**src/rtl/ptimer14_pkg.sv**
```systemverilog
package ptimer14_pkg;
  typedef enum logic [1:0] {
    CMD_NOP     = 2'b00,
    CMD_STOP    = 2'b01,
    CMD_STOP_TC = 2'b10,
    CMD_START   = 2'b11
  } tmr_cmd_e;

  // bit0: repeat, bit1: pulse shape
  typedef enum logic [1:0] {
    MODE_SQ_ONE = 2'b00,
    MODE_SQ_RUN = 2'b01,
    MODE_PL_ONE = 2'b10,
    MODE_PL_RUN = 2'b11
  } tmr_mode_e;
endpackage

```
**src/rtl/ptimer14_ctrl.sv**
```systemverilog
module ptimer14_ctrl
  import ptimer14_pkg::*;
(
  input  logic       clk_i,
  input  logic       rst_ni,
  input  logic       tick_i,
  input  logic       cmd_we_i,
  input  logic [1:0] cmd_i,
  input  logic       at_one_i,
  input  logic       single_i,
  output logic       run_o,
  output logic       load_o,
  output logic       reload_o,
  output logic       dec_o,
  output logic       clear_o,
  output logic       tc_o
);
  logic run_q, run_d;
  logic start_pend_q, start_pend_d;
  logic stop_pend_q, stop_pend_d;
  logic tc_q;
  logic start_req, stop_now, stop_tc_req, tc_ev;
  logic sp_n, st_n;

  assign start_req   = cmd_we_i && (tmr_cmd_e'(cmd_i) == CMD_START);
  assign stop_now    = cmd_we_i && (tmr_cmd_e'(cmd_i) == CMD_STOP);
  assign stop_tc_req = cmd_we_i && (tmr_cmd_e'(cmd_i) == CMD_STOP_TC);

  // later command wins between the two deferred requests
  assign sp_n = stop_tc_req ? 1'b0 : (start_pend_q | start_req);
  assign st_n = start_req   ? 1'b0 : (stop_pend_q  | stop_tc_req);

  assign tc_ev = run_q && tick_i && at_one_i && !stop_now;

  always_comb begin
    load_o       = 1'b0;
    reload_o     = 1'b0;
    dec_o        = 1'b0;
    clear_o      = 1'b0;
    run_d        = run_q;
    start_pend_d = start_pend_q;
    stop_pend_d  = stop_pend_q;
    if (stop_now) begin
      run_d        = 1'b0;
      start_pend_d = 1'b0;
      stop_pend_d  = 1'b0;
    end else if (!run_q) begin
      if (start_req) begin
        load_o = 1'b1;
        run_d  = 1'b1;
      end
      start_pend_d = 1'b0;
      stop_pend_d  = 1'b0;
    end else begin
      start_pend_d = sp_n;
      stop_pend_d  = st_n;
      if (tc_ev) begin
        start_pend_d = 1'b0;
        stop_pend_d  = 1'b0;
        if (sp_n) begin
          load_o = 1'b1;
        end else if (st_n || single_i) begin
          clear_o = 1'b1;
          run_d   = 1'b0;
        end else begin
          reload_o = 1'b1;
        end
      end else if (tick_i) begin
        dec_o = 1'b1;
      end
    end
  end

  always_ff @(posedge clk_i or negedge rst_ni) begin
    if (!rst_ni) begin
      run_q        <= 1'b0;
      start_pend_q <= 1'b0;
      stop_pend_q  <= 1'b0;
      tc_q         <= 1'b0;
    end else begin
      run_q        <= run_d;
      start_pend_q <= start_pend_d;
      stop_pend_q  <= stop_pend_d;
      tc_q         <= tc_ev;
    end
  end

  assign run_o = run_q;
  assign tc_o  = tc_q;

  AST_TC_SPACED: assert property (@(posedge clk_i) disable iff (!rst_ni)
    tc_q |=> !tc_q);
  AST_STOP_NOW: assert property (@(posedge clk_i) disable iff (!rst_ni)
    $past(cmd_we_i && cmd_i == 2'b01) |-> !run_q);
endmodule

```
**src/rtl/ptimer14_counter.sv**
```systemverilog
module ptimer14_counter #(
  parameter int CNT_W  = 14,
  parameter int MODE_W = 2,
  localparam int WORD_W = CNT_W + MODE_W
) (
  input  logic              clk_i,
  input  logic              rst_ni,
  input  logic              run_i,
  input  logic              load_i,
  input  logic              reload_i,
  input  logic              dec_i,
  input  logic              clear_i,
  input  logic [WORD_W-1:0] word_i,
  output logic [CNT_W-1:0]  cnt_o,
  output logic [CNT_W-1:0]  len_o,
  output logic [MODE_W-1:0] mode_o
);
  localparam logic [CNT_W-1:0] MIN_LEN = CNT_W'(2);

  logic [CNT_W-1:0]  cnt_q, len_q, new_len;
  logic [MODE_W-1:0] mode_q;

  assign new_len = (word_i[CNT_W-1:0] < MIN_LEN) ? MIN_LEN : word_i[CNT_W-1:0];

  // datapath carries no reset: reset only halts the timer
  always_ff @(posedge clk_i) begin
    if (load_i) begin
      cnt_q  <= new_len;
      len_q  <= new_len;
      mode_q <= word_i[WORD_W-1:CNT_W];
    end else if (reload_i) begin
      cnt_q <= len_q;
    end else if (clear_i) begin
      cnt_q <= '0;
    end else if (dec_i) begin
      cnt_q <= cnt_q - 1'b1;
    end
  end

  assign cnt_o  = cnt_q;
  assign len_o  = len_q;
  assign mode_o = mode_q;

  AST_CNT_RANGE: assert property (@(posedge clk_i) disable iff (!rst_ni)
    run_i |-> (cnt_q != '0) && (cnt_q <= len_q));
  AST_LEN_MIN: assert property (@(posedge clk_i) disable iff (!rst_ni)
    run_i |-> len_q >= MIN_LEN);
endmodule

```
**src/rtl/ptimer14_wave.sv**
```systemverilog
module ptimer14_wave #(
  parameter int CNT_W = 14
) (
  input  logic             run_i,
  input  logic             pulse_i,
  input  logic [CNT_W-1:0] cnt_i,
  input  logic [CNT_W-1:0] len_i,
  output logic             tmr_o
);
  logic [CNT_W-1:0] half;
  logic             sq_hi, pl_hi;

  assign half  = len_i >> 1;
  assign sq_hi = cnt_i > half;
  assign pl_hi = cnt_i != CNT_W'(1);

  always_comb begin
    if (!run_i)       tmr_o = 1'b1;
    else if (pulse_i) tmr_o = pl_hi;
    else              tmr_o = sq_hi;
  end
endmodule

```
**src/rtl/ptimer14.sv**
```systemverilog
module ptimer14
  import ptimer14_pkg::*;
#(
  parameter int CNT_W  = 14,
  parameter int MODE_W = 2,
  localparam int WORD_W = CNT_W + MODE_W
) (
  input  logic              clk_i,
  input  logic              rst_ni,
  input  logic              tick_i,
  input  logic              len_we_i,
  input  logic [WORD_W-1:0] len_i,
  input  logic              cmd_we_i,
  input  logic [1:0]        cmd_i,
  output logic [CNT_W-1:0]  cnt_o,
  output logic [MODE_W-1:0] mode_o,
  output logic              tmr_o,
  output logic              tc_o
);
  logic [WORD_W-1:0] stage_q;
  logic [CNT_W-1:0]  len;
  logic run, load, reload, dec, clear, at_one;

  always_ff @(posedge clk_i or negedge rst_ni) begin
    if (!rst_ni)       stage_q <= '0;
    else if (len_we_i) stage_q <= len_i;
  end

  assign at_one = cnt_o == CNT_W'(1);

  ptimer14_ctrl u_ctrl (
    .clk_i    (clk_i),
    .rst_ni   (rst_ni),
    .tick_i   (tick_i),
    .cmd_we_i (cmd_we_i),
    .cmd_i    (cmd_i),
    .at_one_i (at_one),
    .single_i (!mode_o[0]),
    .run_o    (run),
    .load_o   (load),
    .reload_o (reload),
    .dec_o    (dec),
    .clear_o  (clear),
    .tc_o     (tc_o)
  );

  ptimer14_counter #(.CNT_W(CNT_W), .MODE_W(MODE_W)) u_cnt (
    .clk_i    (clk_i),
    .rst_ni   (rst_ni),
    .run_i    (run),
    .load_i   (load),
    .reload_i (reload),
    .dec_i    (dec),
    .clear_i  (clear),
    .word_i   (stage_q),
    .cnt_o    (cnt_o),
    .len_o    (len),
    .mode_o   (mode_o)
  );

  ptimer14_wave #(.CNT_W(CNT_W)) u_wave (
    .run_i   (run),
    .pulse_i (mode_o[1]),
    .cnt_i   (cnt_o),
    .len_i   (len),
    .tmr_o   (tmr_o)
  );

  AST_START_IDLE: assert property (@(posedge clk_i) disable iff (!rst_ni)
    $past(cmd_we_i && cmd_i == 2'b11 && !run) |-> run && (cnt_o == len));
  AST_HOLD: assert property (@(posedge clk_i) disable iff (!rst_ni)
    run && $past(run && !tick_i && !cmd_we_i) |-> $stable(cnt_o));
  AST_TC_RELOAD: assert property (@(posedge clk_i) disable iff (!rst_ni)
    tc_o && run |-> cnt_o == len);
  AST_SINGLE_STOP: assert property (@(posedge clk_i) disable iff (!rst_ni)
    tc_o && !run |-> (cnt_o == '0) && tmr_o);
  AST_SQ_HIGH: assert property (@(posedge clk_i) disable iff (!rst_ni)
    tc_o && run && !mode_o[1] |-> tmr_o);
endmodule

```
**config.mk**
```make
export PLATFORM = sky130hd
export DESIGN_NAME = ptimer14
export DESIGN_NICKNAME = d
export VERILOG_FILES = /design/src/rtl/ptimer14_pkg.sv /design/src/rtl/ptimer14_ctrl.sv /design/src/rtl/ptimer14_counter.sv /design/src/rtl/ptimer14_wave.sv /design/src/rtl/ptimer14.sv
export SDC_FILE = /design/constraint.sdc
export NUM_CORES = 1
export LEC_CHECK = 0
export BUFFER_PORTS_ARGS = -buffer_cell sky130_fd_sc_hd__clkbuf_2
export CAP_MARGIN = 30
export CORE_UTILIZATION = 55
export DETAILED_ROUTE_END_ITERATION = 7
export PLACE_DENSITY = 0.77
export SYNTH_ARGS = -nofsm -noshare
export SYNTH_HDL_FRONTEND = slang
export SYNTH_HIERARCHICAL = 1
export SYNTH_SLANG_ARGS = --single-unit
```
**constraint.sdc**
```tcl
create_clock -name clk_i -period 4.6 [get_ports clk_i]
set_input_delay 1.38 -clock clk_i [delete_from_list [all_inputs] [get_ports clk_i]]
set_output_delay 1.38 -clock clk_i [all_outputs]
set_load 0.05 [all_outputs]
```
==> results.md <==
* Status: completed
* YS warnings at 6
* Grt total ovfl at 0
* Residual DRC at 0
* Area Growth Syn to Fin at 11.3%
* Die H at 73.2 µm
* Sum Neg Setup Slack at 0 ns
* Vias in the first global route at 1783
* Initial antenna violation count at 0
* Die area at 0.00536 mm²
* Num CTS Buffers at 5
* P per Cell Area at 361 mW/mm²
* Reg2Reg Setup Slack at 1.52 ns
* Dpl cell area at 0.00300 mm²
* Met2 wire length at 2.63 mm
* Leakage at 1.31 nW
* # rows at 25
* Final WS setup at 0.900 ns
* GRT Resource Usage Total at 0.227
* Fmax at 270 MHz
* Largest net degree at the start of global routing at 39
* Vias post-DR at 1993
* Mean post-synth cell area at 11.6 µm²
* Post-synthesis instance total at 241
* Worst Hold End: u_cnt/mode_o[1]$_DFFE_PP_
* Antenna Nets Post-Route at 0
* Io pins at 41
* Max Used Layer: met4
* Routed WL at 5.73 mm
* Global-route wire length before repair at 8.83 mm
* Drt via density at 5.88
* Reg2reg end: u_cnt/cnt_o[0]$_DFFE_PP_
* Post-synth EDFFs at 30
* VDD IR max at 0.000278 V
* Syn_nets at 278
* CP startpoint kind: register
* Initial core utilization at 0.579
* Final Hold Vio Count at 0
* HPWL Detailed at 4.23 mm
* Max-cap viol count at 0
* DR pass1 iterations at 5
* CTS tree: built
* Ys flop type: edfxtp_1
* Die Span X at 73.2 µm
* Clock edge transition at the registers on the reported setup and hold paths at 0.08 ns
* R2R depth at 7
* Register area share after synthesis at 0.502
* Crit path max fanout at 8
* Clock Skew at 0.00363 ns
* Final antenna diode count at 0
* CTS Sinks at 50
* Layout cell share with drive strength beyond 1 at 0.272
* Post-synthesis async set-or-reset flop share at 0.400
* Crit path time final at 3.70 ns
* Worst path slowest cell: edfxtp_1
* Gpl congestion at 0.795
* Nets@finish at 308
* Hold Path Depth at 0
* Crit Reg-Reg Startpoint: u_cnt/cnt_o[6]$_DFFE_PP_
* Post-CTS Resized at 0
* CP required at 3.22 ns
* Arr. time, crit path at 2.32 ns
* Max-slew headroom at 0.613
* Starting DRT DRC Count at 167
* Post-CTS Setup Bufs at 0
* Min Hold Slack at 0.462 ns
* Hold Crit Start: stage_q[15]$_DFFE_PN0P_
* Yosys cell types at 49
* Metal3 WL at 273 µm
* Hold Path Class: register to register
* CP Capture Type: primary output
* Worst skew pair latency at 0.30 ns
* H-tree depth at 2
* Slowest stage delay, CP at 0.53 ns
* Synth Register Bits at 50
* Worst Setup Path Type: register to primary output
* Place WS at 1.08 ns
* Synthesized area at 0.00279 mm²
* Root Driver: clkbuf_8
* Core Region at 0.00482 mm²
* Final Cycle Share at 0.804
* RSZ-0062 raised after global routing: false
* PortBufs at 40
* Wire length per cell at 16.9 µm
* Clk buf depth at 2
* Critical path cell sequence: ha_1 -> a21o_1 -> a221o_1 -> a221oi_2 -> a21oi_1 -> clkbuf_2
* Hold Buf Count CTS at 0
* Actual slew at the worst max-slew pin at 0.579 ns
* Most frequent cells in the layout: 40 x clkbuf_2, 30 x edfxtp_1, 21 x inv_1, 20 x dfrtp_1, 14 x ha_1
* Commonest non-fill, non-tap cell in the layout: clkbuf_2
* Fin area at 0.00311 mm²
* Post-Route M1 WL at 2.75 mm
* Final max-slew violation count at 0
* Setup violators final at 0
==> critical path, delay by kind of cell, from the launching register on <==
kind | cells | cell delay [ns]
compound gates | 4 | 0.89
fa+ha+maj | 1 | 0.35
flops | 1 | 0.53
buf+inv | 1 | 0.24
==> cell type report <==
cell class | instances | area (µm²)
Clock buffer | 5 | 68.8
Timing Repair Buffer | 41 | 208
Sequential cell | 50 | 1400
Clock inverter | 3 | 40.0
Multi-Input combinational cell | 152 | 1220
Tap cell | 67 | 83.8
Fill cell | 388 | 1710
Inverter | 21 | 78.8
==> worst max-delay path by stage <==
stage                                    startpoint                        to  slack [ns]
after floorplan           u_cnt/cnt_o[12]$_DFFE_PP_                     tmr_o        0.86
after global placement                     cmd_i[0]  u_cnt/cnt_o[0]$_DFFE_PP_        1.21
after detailed placement                   cmd_i[0]  u_cnt/cnt_o[0]$_DFFE_PP_        1.08
after CTS                  u_cnt/cnt_o[7]$_DFFE_PP_                     tmr_o        0.89
after global routing       u_cnt/cnt_o[7]$_DFFE_PP_                     tmr_o        0.84
final                      u_cnt/cnt_o[7]$_DFFE_PP_                     tmr_o        0.90
==> through the flow <==
stage                      util  total power [W]  std cells
after floorplan               -         0.000764        241
after global placement    0.622         0.000821        331
after detailed placement  0.622         0.000829        331
after CTS                 0.645          0.00112        339
after global routing      0.645          0.00117        339
final                     0.645          0.00112        339
==> cells in the mapped netlist, drive strengths merged, types with 5 or more instances <==
master / n / area (µm²)
nand2: 13 / 48.8
dfrtp: 20 / 500
nor4: 9 / 71.3
o21ai: 12 / 60.1
nor4b: 5 / 58.8
xor2: 5 / 43.8
nor2: 6 / 22.5
nor3: 5 / 25.0
nand3: 6 / 35.0
ha: 14 / 175
a221oi: 5 / 50.0
a21oi: 8 / 40.0
clkbuf: 16 / 60.1
a22oi: 8 / 60.1
inv: 21 / 78.8
edfxtp: 30 / 901
xnor2: 5 / 43.8
mux2: 17 / 229
==> power breakdown <==
group	internal, W	leakage, nW	switching [W]
Combinational	0.0000893	0.740	0.000146
Sequential	0.000528	0.516	0.0000608
Clock	0.000160	0.0579	0.000137
Total	0.000777	1.31	0.000344
==> sequential cells by signal, summed over array words and instances (netlist names) <==
register and flops:
stage_q 16, u_cnt/cnt_o 14, u_cnt/len_o 14, u_cnt/mode_o 2, u_ctrl/run_o 1, u_ctrl/start_pend_q 1, u_ctrl/stop_pend_q 1, u_ctrl/tc_o 1
==> logic make-up after synthesis <==
kind of cell	count (synthesis)	share of synthesized area
adder cells (fa/ha/maj)	14	0.0628
XOR/XNOR	10	0.0314
flip-flops	50	0.502
AND/OR/NAND/NOR	62	0.141
buffers and inverters	39	0.0610
AO/OA/AOI/OAI	49	0.119
multiplexers	17	0.0821
==> metal layers <==
metal | up-vias | GRT usage
li1 | 953 | -
met1 | 960 | 0.324
met2 | 73 | 0.351
met3 | 7 | 0.0373
met4 | 0 | 0.0828
met5 | - | 0
No activity file was read; power rests on OpenSTA's default activity.
